**config.mk**
```make
export PLATFORM = sky130hd
export DESIGN_NAME = nand_host_bridge
export DESIGN_NICKNAME = d
export VERILOG_FILES = /design/src/rtl/nhb_pkg.sv /design/src/rtl/nhb_byte_engine.sv /design/src/rtl/nhb_ready_irq.sv /design/src/rtl/nand_host_bridge.sv
export SDC_FILE = /design/constraint.sdc
export NUM_CORES = 1
export LEC_CHECK = 0
export ABC_AREA = 1
export BUFFER_PORTS_ARGS = -buffer_cell sky130_fd_sc_hd__buf_2
export CORE_ASPECT_RATIO = 0.5
export CORE_MARGIN = 4
export CORE_UTILIZATION = 60
export DETAILED_ROUTE_END_ITERATION = 8
export MAX_ROUTING_LAYER = met4
export PLACE_DENSITY = 0.9
export SLEW_MARGIN = 20
export SYNTH_ARGS = -nofsm -noshare
export SYNTH_HDL_FRONTEND = slang
export SYNTH_HIERARCHICAL = 1
export SYNTH_SLANG_ARGS = --single-unit
```
**constraint.sdc**
```tcl
create_clock -name clk -period 2.92 [get_ports clk]
set_clock_uncertainty 0.05 [all_clocks]
set_input_delay 0.292 -clock clk [delete_from_list [all_inputs] [get_ports clk]]
set_output_delay 0.292 -clock clk [all_outputs]
set_load 0.01 [all_outputs]
```
**src/rtl/nhb_pkg.sv**
```systemverilog
package nhb_pkg;
  localparam logic [2:0] OFF_DATA = 3'd0;
  localparam logic [2:0] OFF_MODE = 3'd4;
  localparam logic [2:0] OFF_STAT = 3'd5;
  localparam logic [2:0] OFF_PEND = 3'd6;
  localparam logic [2:0] OFF_MASK = 3'd7;

  localparam int MB_CLE = 0;
  localparam int MB_ALE = 1;
  localparam int MB_CE  = 4;
  localparam int MB_WE  = 7;

  typedef enum logic [1:0] {EN_IDLE, EN_SETUP, EN_STROBE, EN_HOLD} eng_st_t;
  typedef enum logic [1:0] {BR_IDLE, BR_XFER, BR_DONE} br_st_t;

  function automatic int max3(input int a, input int b, input int c);
    int m;
    m = (a > b) ? a : b;
    return (m > c) ? m : c;
  endfunction

  function automatic logic port_open(input logic [7:0] m);
    return m[MB_CE] & m[MB_WE];
  endfunction

  function automatic logic irq_of(input logic pend, input logic [7:0] msk);
    return pend & msk[0] & msk[7];
  endfunction
endpackage

```
**src/rtl/nhb_byte_engine.sv**
```systemverilog
module nhb_byte_engine
  import nhb_pkg::*;
#(
  parameter int NW          = 8,
  parameter int SETUP_CLKS  = 1,
  parameter int STROBE_CLKS = 3,
  parameter int HOLD_CLKS   = 1
) (
  input  logic          clk,
  input  logic          rst_n,
  input  logic          start,
  input  logic          rd,
  input  logic [NW-1:0] wbyte,
  output logic          we_n,
  output logic          re_n,
  output logic [NW-1:0] dq_o,
  output logic          dq_oe,
  input  logic [NW-1:0] dq_i,
  output logic [NW-1:0] rbyte,
  output logic          fin
);
  localparam int MAXC = max3(SETUP_CLKS, STROBE_CLKS, HOLD_CLKS);
  localparam int CW   = $clog2(MAXC) + 1;

  eng_st_t       st;
  logic [CW-1:0] cnt;
  logic          rd_q;
  logic [NW-1:0] byte_q;
  logic          strobe_low;

  assign fin   = (st == EN_HOLD) && (cnt == '0);
  assign we_n  = !((st == EN_STROBE) && !rd_q);
  assign re_n  = !((st == EN_STROBE) && rd_q);
  assign dq_oe = (st != EN_IDLE) && !rd_q;
  assign dq_o  = byte_q;
  assign strobe_low = !we_n || !re_n;

  always_ff @(posedge clk or negedge rst_n) begin
    if (!rst_n) begin
      st     <= EN_IDLE;
      cnt    <= '0;
      rd_q   <= 1'b0;
      byte_q <= '0;
      rbyte  <= '0;
    end else if (start && (st == EN_IDLE || fin)) begin
      st     <= EN_SETUP;
      cnt    <= CW'(SETUP_CLKS - 1);
      rd_q   <= rd;
      byte_q <= wbyte;
    end else begin
      case (st)
        EN_SETUP:
          if (cnt == '0) begin
            st  <= EN_STROBE;
            cnt <= CW'(STROBE_CLKS - 1);
          end else cnt <= cnt - 1'b1;
        EN_STROBE:
          if (cnt == '0) begin
            st  <= EN_HOLD;
            cnt <= CW'(HOLD_CLKS - 1);
            if (rd_q) rbyte <= dq_i;
          end else cnt <= cnt - 1'b1;
        EN_HOLD:
          if (cnt == '0) st <= EN_IDLE;
          else cnt <= cnt - 1'b1;
        default: st <= EN_IDLE;
      endcase
    end
  end

  // checker state: length of the current strobe-low run
  logic [CW-1:0] strobe_len;
  always_ff @(posedge clk or negedge rst_n) begin
    if (!rst_n) strobe_len <= '0;
    else if (strobe_low) strobe_len <= strobe_len + 1'b1;
    else strobe_len <= '0;
  end

  a_r7_one_strobe: assert property (@(posedge clk) disable iff (!rst_n)
    !(!we_n && !re_n));
  a_r7_width_bound: assert property (@(posedge clk) disable iff (!rst_n)
    strobe_low |-> (strobe_len < CW'(STROBE_CLKS)));
  a_r7_width_exact: assert property (@(posedge clk) disable iff (!rst_n)
    ($past(strobe_low) && !strobe_low) |-> ($past(strobe_len) == CW'(STROBE_CLKS - 1)));
  a_r4_data_stable: assert property (@(posedge clk) disable iff (!rst_n)
    (!we_n && $past(!we_n)) |-> $stable(dq_o));
endmodule

```
**src/rtl/nhb_ready_irq.sv**
```systemverilog
module nhb_ready_irq
  import nhb_pkg::*;
#(
  parameter int SYNC_STAGES = 2
) (
  input  logic       clk,
  input  logic       rst_n,
  input  logic       rb,
  input  logic       clr_wr,
  input  logic       clr_bit,
  input  logic       mask_wr,
  input  logic [7:0] mask_data,
  output logic       busy,
  output logic [7:0] pend,
  output logic [7:0] mask,
  output logic       irq
);
  logic [SYNC_STAGES-1:0] sh;
  logic rb_s, rb_d, rb_rise, pend_q;

  assign rb_s    = sh[SYNC_STAGES-1];
  assign rb_rise = rb_s & ~rb_d;
  assign busy    = ~rb_s;
  assign pend    = {7'b0, pend_q};
  assign irq     = irq_of(pend_q, mask);

  always_ff @(posedge clk or negedge rst_n) begin
    if (!rst_n) begin
      sh     <= '1;
      rb_d   <= 1'b1;
      pend_q <= 1'b0;
      mask   <= '0;
    end else begin
      sh     <= {sh[SYNC_STAGES-2:0], rb};
      rb_d   <= rb_s;
      pend_q <= (pend_q & ~(clr_wr & clr_bit)) | rb_rise;
      if (mask_wr) mask <= mask_data;
    end
  end

  a_r10_edge_sets: assert property (@(posedge clk) disable iff (!rst_n)
    rb_rise |=> pend[0]);
  a_r11_clear: assert property (@(posedge clk) disable iff (!rst_n)
    (clr_wr && clr_bit && !rb_rise) |=> !pend[0]);
  a_r12_irq_pending: assert property (@(posedge clk) disable iff (!rst_n)
    irq |-> (pend[0] && mask[7]));
endmodule

```
**src/rtl/nand_host_bridge.sv**
```systemverilog
module nand_host_bridge
  import nhb_pkg::*;
#(
  parameter int HW          = 16,
  parameter int NW          = 8,
  parameter int SETUP_CLKS  = 1,
  parameter int STROBE_CLKS = 3,
  parameter int HOLD_CLKS   = 1,
  parameter int SYNC_STAGES = 2
) (
  input  logic          clk,
  input  logic          rst_n,
  input  logic          host_req,
  input  logic          host_wr,
  input  logic [2:0]    host_addr,
  input  logic          host_wide,
  input  logic [HW-1:0] host_wdata,
  output logic [HW-1:0] host_rdata,
  output logic          host_done,
  output logic          nand_ce_n,
  output logic          nand_cle,
  output logic          nand_ale,
  output logic          nand_we_n,
  output logic          nand_re_n,
  output logic [NW-1:0] nand_dq_o,
  output logic          nand_dq_oe,
  input  logic [NW-1:0] nand_dq_i,
  input  logic          nand_rb,
  output logic          irq
);
  localparam int LANES = HW / NW;
  localparam int LIDX  = (LANES > 1) ? $clog2(LANES) : 1;

  br_st_t        st;
  logic [7:0]    mode_q;
  logic          wr_q, wide_q;
  logic [HW-1:0] wdata_q, rdata_q;
  logic [LIDX-1:0] lane_q, lane_next;

  logic accept, go, more;
  logic eng_start, eng_rd, eng_fin;
  logic [NW-1:0] eng_wbyte, eng_rbyte;
  logic st_busy, irq_clr, irq_mwr;
  logic [7:0] pend_b, mask_b;

  assign accept    = host_req && (st == BR_IDLE);
  assign go        = accept && (host_addr == OFF_DATA) && port_open(mode_q);
  assign lane_next = lane_q + 1'b1;
  assign more      = wide_q && (lane_q != LIDX'(LANES - 1));
  assign eng_start = go || ((st == BR_XFER) && eng_fin && more);
  assign eng_rd    = (st == BR_IDLE) ? !host_wr : !wr_q;
  assign eng_wbyte = (st == BR_IDLE) ? host_wdata[NW-1:0] : wdata_q[lane_next*NW +: NW];
  assign irq_clr   = accept && host_wr && (host_addr == OFF_PEND);
  assign irq_mwr   = accept && host_wr && (host_addr == OFF_MASK);

  assign host_done  = (st == BR_DONE);
  assign host_rdata = rdata_q;
  assign nand_ce_n  = ~mode_q[MB_CE];
  assign nand_cle   = mode_q[MB_CE] & mode_q[MB_CLE];
  assign nand_ale   = mode_q[MB_CE] & mode_q[MB_ALE];

  always_ff @(posedge clk or negedge rst_n) begin
    if (!rst_n) begin
      st      <= BR_IDLE;
      mode_q  <= 8'h00;
      wr_q    <= 1'b0;
      wide_q  <= 1'b0;
      wdata_q <= '0;
      rdata_q <= '0;
      lane_q  <= '0;
    end else begin
      case (st)
        BR_IDLE:
          if (accept) begin
            rdata_q <= '0;
            wr_q    <= host_wr;
            wide_q  <= host_wide;
            wdata_q <= host_wdata;
            lane_q  <= '0;
            st      <= go ? BR_XFER : BR_DONE;
            if (host_wr && host_addr == OFF_MODE) mode_q <= host_wdata[7:0];
            if (!host_wr) begin
              case (host_addr)
                OFF_MODE: rdata_q <= HW'(mode_q);
                OFF_STAT: rdata_q <= HW'({st_busy, 7'b0});
                OFF_PEND: rdata_q <= HW'(pend_b);
                OFF_MASK: rdata_q <= HW'(mask_b);
                default:  rdata_q <= '0;
              endcase
            end
          end
        BR_XFER:
          if (eng_fin) begin
            if (!wr_q) rdata_q[lane_q*NW +: NW] <= eng_rbyte;
            if (more) lane_q <= lane_next;
            else st <= BR_DONE;
          end
        BR_DONE: st <= BR_IDLE;
        default: st <= BR_IDLE;
      endcase
    end
  end

  nhb_byte_engine #(
    .NW(NW), .SETUP_CLKS(SETUP_CLKS), .STROBE_CLKS(STROBE_CLKS), .HOLD_CLKS(HOLD_CLKS)
  ) eng_i (
    .clk(clk), .rst_n(rst_n), .start(eng_start), .rd(eng_rd), .wbyte(eng_wbyte),
    .we_n(nand_we_n), .re_n(nand_re_n), .dq_o(nand_dq_o), .dq_oe(nand_dq_oe),
    .dq_i(nand_dq_i), .rbyte(eng_rbyte), .fin(eng_fin)
  );

  nhb_ready_irq #(.SYNC_STAGES(SYNC_STAGES)) irq_i (
    .clk(clk), .rst_n(rst_n), .rb(nand_rb), .clr_wr(irq_clr), .clr_bit(host_wdata[0]),
    .mask_wr(irq_mwr), .mask_data(host_wdata[7:0]), .busy(st_busy),
    .pend(pend_b), .mask(mask_b), .irq(irq)
  );

  a_r13_done_pulse: assert property (@(posedge clk) disable iff (!rst_n)
    host_done |=> !host_done);
  a_r8_ce_gate: assert property (@(posedge clk) disable iff (!rst_n)
    nand_ce_n |-> (nand_we_n && nand_re_n));
  a_r13_no_strobe_idle: assert property (@(posedge clk) disable iff (!rst_n)
    (st == BR_IDLE) |-> (nand_we_n && nand_re_n));
endmodule

```
-- Yosys cells after proc, flatten, opt, wreduce, memory -nomap -nowiden
Index checks and enable logic that the tools add are counted.
- output and inout bits: 32
- latch bits: 0
- bits of input ports: 33
- memory bits (read-only): 0
- bits in registers: 79
- memories kept: 0
- word-level logic and storage cells: 120
- bits in writable memories: 0
- add/sub/neg operators: 3
- eq/ne operators: 18
- multipliers: 0
- reductions and logical operators: 37
- multiplexer cells: 28
- bitwise logic cells: 15
- shift operators: 3
- divide/modulo/power cells: 0
- magnitude comparators: 0
- operators by type and width (kind ; number):
    2-to-1 mux 16 bit ; 3
    negator 4 -> 34 bit ; 1
    variable shift 8 x 34 -> 16 bit, first input constant ; 1
    indexed part select 8 x 34 -> 16 bit ; 1
    case mux 16 bit (2 select lines) ; 1
    case mux 8 bit (4 select lines) ; 1
    bitwise mux 16 bit ; 1
    2-to-1 mux 2 bit ; 8
    2-to-1 mux 8 bit ; 2
    indexed part select 16 x 5 -> 8 bit ; 1
    logical AND 1 bit ; 15
    == test 3 bit, second input constant ; 4
    2-to-1 mux 3 bit ; 4
    AND reduction 4 bit ; 3
    inequality test 2 bit, second input constant ; 5
    case mux 3 bit (3 select lines) ; 1
    AND reduction 3 bit ; 3
    bitwise AND 1 bit ; 8
    == test 2 bit, second input constant ; 3
    logical NOT 3 bit ; 2
    inequality test 3 bit, second input constant ; 2
    inverter 1 bit ; 6
    case mux 2 bit (3 select lines) ; 1
    logical NOT 1 bit ; 5
    14 further kinds ; 22

-- Logic depth before layout (Yosys ltp)
- depth after elaboration: 8
- gate-level depth with buffers: 11
- gate-level depth less buffers: 11

-- Cells and area by module
The synthesis kept the hierarchy.
- modules (own cells, without submodules) (module ; cells an instance ; sequential area each (sq um) ; times used ; area each (sq um)):
    nand_host_bridge ; 314 ; 1126.1 ; 1 ; 2413.6
    nhb_byte_engine ; 130 ; 550.5 ; 1 ; 1168.6
    nhb_ready_irq ; 54 ; 304.0 ; 1 ; 509.2

-- Least setup slack after synthesis
No wires, ideal clock.
- path kind: register -> register
- start point: register, netlist name st[0]
- end point: register irq_i.mask[5]
- cell stages (with the launch flop): 8
- path buffers: 1
- arrival time: 1.742 ns
- data required time: 2.744 ns
- period minus slack after synthesis: 1.919 ns
- path slack: 1.001 ns
- library setup time: 0.126 ns
- cell sequence: dfrtp_1 -> nor2_4 -> inv_4 -> nor2_8 -> nand2_4 -> nor4_1 -> buf_6 -> o21ai_0
- RTL lines (what ; line ; RTL):
    end signal: assignment ; nhb_ready_irq.sv:37 ; if (mask_wr) mask <= mask_data;
    end: declaration ; nhb_ready_irq.sv:15 ; output logic [7:0] mask,

-- Worst setup path after layout
- start point: register eng_i.cnt[0]
- end point: register rdata_q[7], in the netlist host_rdata[7]
- word-level cells in the longest chain between the ends: 4
- ends and longest elaborated chain (what ; line ; RTL):
    start: declaration ; nhb_byte_engine.sv:26 ; logic [CW-1:0] cnt;
    start signal: assignment ; nhb_byte_engine.sv:47 ; cnt <= CW'(SETUP_CLKS - 1);
    start signal: assignment ; nhb_byte_engine.sv:55 ; cnt <= CW'(STROBE_CLKS - 1);
    start signal: assignment ; nhb_byte_engine.sv:56 ; end else cnt <= cnt - 1'b1;
    logical NOT 3 bit ; nhb_byte_engine.sv:31 ; assign fin = (st == EN_HOLD) && (cnt == '0);
    logical AND 1 bit ; nhb_byte_engine.sv:31 ;
    via eng_fin ; nand_host_bridge.sv:41 ; logic eng_start, eng_rd, eng_fin;
    inequality test 2 bit (no line) ; -- ;
    AND reduction 4 bit (no line) ; -- ;
    end signal: assignment ; nand_host_bridge.sv:84 ; OFF_MODE: rdata_q <= HW'(mode_q);
    end signal: assignment ; nand_host_bridge.sv:85 ; OFF_STAT: rdata_q <= HW'({st_busy, 7'b0});
    end signal: assignment ; nand_host_bridge.sv:86 ; OFF_PEND: rdata_q <= HW'(pend_b);
    end: declaration ; nand_host_bridge.sv:37 ; logic [HW-1:0] wdata_q, rdata_q;
The timed path passes the listed nets, and every way through them passes these cells.
A chain may end at the register's enable or synchronous reset.

==> metrics.txt <==
final hold vios 0; Worst R2R End host_rdata[7]; smallest setup slack after layout about 0.45 ns; vias in the first global route 3470; GR peak layer met2; final setup violation count 0; Setup Fix Bufs, Post-CTS 0; r2r startpoint eng_i/cnt[0]; largest net degree at the start of global routing 80; Hold Path Class in2async; clock latency on the worst-skew pair between 0.3 and 0.4 ns; Max clock buf depth 2; Net Sw Frac 0.398; share of cells above drive strength 1 0.210; number of distinct library cells after synthesis 37; Remaining DRCs 0; antenna cells 0; met2 Track Usage GR 0.415; VDD IR max slightly below 0.5 mV; row count 20; die area approximately 0.0083 mm2; initial core utilization 0.646; flop-to-flop setup slack approximately 0.45 ns; input/output buffers 64; PostCTS Resize Cnt 0; status completed; CTS tree done; Critical Path AT 2.69 ns; H-tree depth 3; P per Cell Area 1010 mW/mm2; DRT Pass-1 Iters 7; # IOs 65; sequential power share 0.385; antenna violations before repair 0; R2R depth 11; Worst Path Max Fanout 11; internal power component 2.87 mW; Post-layout nets slightly below 600; Peak Freq 404 MHz; CP Data Required Time 3.14 ns; Mapped Cells 498; grt total ovfl 0; combinational share of power 0.373; worst relative slew slack 0.347; Worst Setup Start Kind flop; post-layout util 0.744; core box area 0.00633 mm2; DP Worst Slack 0.582 ns; Tmin final 2.47 ns; TritonCTS Buffers 9; Seq cells post-synth 79; DR WL/cell about 15 um; Die X ~120 um; Root Driver clkbuf_16; Die Ht 66.4 um; vias between 3000 and 4000; max cap viols 0; Final TNS setup 0 ns; Clock Power Share 0.242; Final Cycle Share 0.847; Global Route Usage Sum 0.259; Mean Syn Cell Area slightly above 8 um2; sequential area share after synthesis 0.484; Leak Pwr 2.60 nW; crit path capture type flop; post-route ant nets 0; dpl hpwl roughly 6700 um; met1 usage 0.317; Syn Std Cell Area between 0.004 and 0.005 mm2; RSZ-0062 raised after global routing no; CP Class reg2reg; Worst-path clk slew 0.06 ns; Max Slew Vio Count 0; Tot Pwr 4.77 mW; first-pass GRT wire length 16400 um; met3 Use GR 0.0790; drt total wl 9750 um; synthesis-to-finish area growth 15.1%; Initial DRC Count 386; drt via density 5.51; Sink Count 79; worst-margin pin slew ~0.98 ns; Psw 1.90 mW; synth warn 6; routability cong. 0.879
## worst max-delay path by stage
| stage | from | end | depth (start not counted) | slack (ns) |
|---|---|---|---|---|
| floorplan | st[0] | irq_i/mask[5] | 7 | 1.00 |
| global placement | eng_i/cnt[0] | host_rdata[7] | 11 | 0.71 |
| detailed placement | eng_i/cnt[0] | host_rdata[7] | 11 | 0.58 |
| CTS | eng_i/cnt[0] | host_rdata[7] | 11 | 0.50 |
| global route | eng_i/cnt[0] | host_rdata[7] | 11 | 0.25 |
| finish | eng_i/cnt[0] | host_rdata[7] | 11 | 0.45 |
## power by group through the flow
stage | Combinational, mW | Clock, mW | Sequential (mW)
after floorplan | 1.27 | 0 | 1.81
after global placement | 1.64 | 0 | 1.82
after detailed placement | 1.73 | 0 | 1.84
after CTS | 1.77 | 1.16 | 1.83
after global routing | 2.01 | 1.22 | 1.88
final | 1.78 | 1.15 | 1.84
## cell type report
cell class	instances	area, um2
inverters	56	213
clock buffers	14	274
flip-flops and latches	79	1980
repair buffers	66	340
clock inverters	2	37.5
multi-input cells	344	1760
well taps	88	110
fillers	448	1620
## per-layer routing
metal / share of wire / routed length, um
met5: 0 / 0
met4: 0.026 / 257
met3: 0.087 / 847
met2: 0.46 / 4530
met1: 0.42 / 4120
## state kept, by name, indices dropped and copies added (netlist names), 3 cells and up
register     count
eng_i/dq_o       8
wdata_q         16
mode_q           8
irq_i/mask       8
eng_i/rbyte      8
eng_i/cnt        3
host_rdata      16
## layout by cell type (no fill, tap or decap), types with 2 or more instances in the layout
cell / synthesis / routed
o21ai_1: 6 / 6
nand3_4: 2 / 2
inv_2: 4 / 4
dfstp_2: 3 / 3
nand2_8: 2 / 2
a21oi_1: 19 / 19
nand2_4: 2 / 2
o21ai_0: 15 / 15
clkbuf_8: 0 / 3
conb_1: 1 / 7
buf_2: 5 / 63
clkbuf_16: 0 / 9
buf_4: 10 / 2
nor2_2: 3 / 3
a22oi_1: 6 / 6
nand2_1: 170 / 170
clkbuf_1: 4 / 2
nor2_4: 3 / 3
o21ai_2: 10 / 10
nand4_1: 17 / 17
ha_1: 6 / 6
dfrtp_1: 76 / 76
nand2_2: 4 / 4
nor2_8: 2 / 2
nand3_1: 41 / 41
nor2_1: 21 / 21
inv_1: 50 / 50
## worst max-delay path: stages (launching register included)
cell,delay [ns]
dfrtp_1,0.38
inv_1,0.11
ha_1,0.30
nand3_4,0.17
inv_1,0.12
nand3b_1,0.15
nand2_1,0.12
nor2_2,0.45
nand2_2,0.23
inv_2,0.18
nor2_1,0.05
nor2_1,0.09
## through the flow
step                cells  instance area [um2]  hold WS (ns)
global route          649                 4710         0.109
CTS                   649                 4710        0.0920
detailed placement    632                 4390         0.297
floorplan             504                 4110       -0.0536
global placement      632                 4390         0.297
finish                649                 4710        0.0624
## cells by family after synthesis
family,Yosys count,share of synthesized area
other,1,0.000917
AOI/OAI and AO/OA,58,0.0872
buffers and inverters,81,0.0939
DFF,79,0.484
and+or+nand+nor,273,0.316
adders and majority gates,6,0.0183
## cell usage after synthesis (all sizes together)
master  instances  area share
nor3            2      0.0052
clkbuf          4      0.0037
a22oi           6       0.011
clkinv          1     0.00092
inv            55       0.051
nand2         178        0.18
dfrtp          76        0.46
nand3b          1      0.0018
conb            1     0.00092
nand3          43       0.059
o211ai          1      0.0018
a21oi          19       0.023
ha              6       0.018
nand4          17       0.026
dfstp           3       0.019
and3            1      0.0015
o21ai          32       0.051
nor4            2      0.0031
buf            21       0.038
nor2           29       0.042
## repair_timing
action                                 4_1_cts  5_1_grt
endpoints found under the hold margin        1        0
hold buffers                                 1        0
setup endpoints to repair                    0        0
Power figures use the tool's default switching activity.
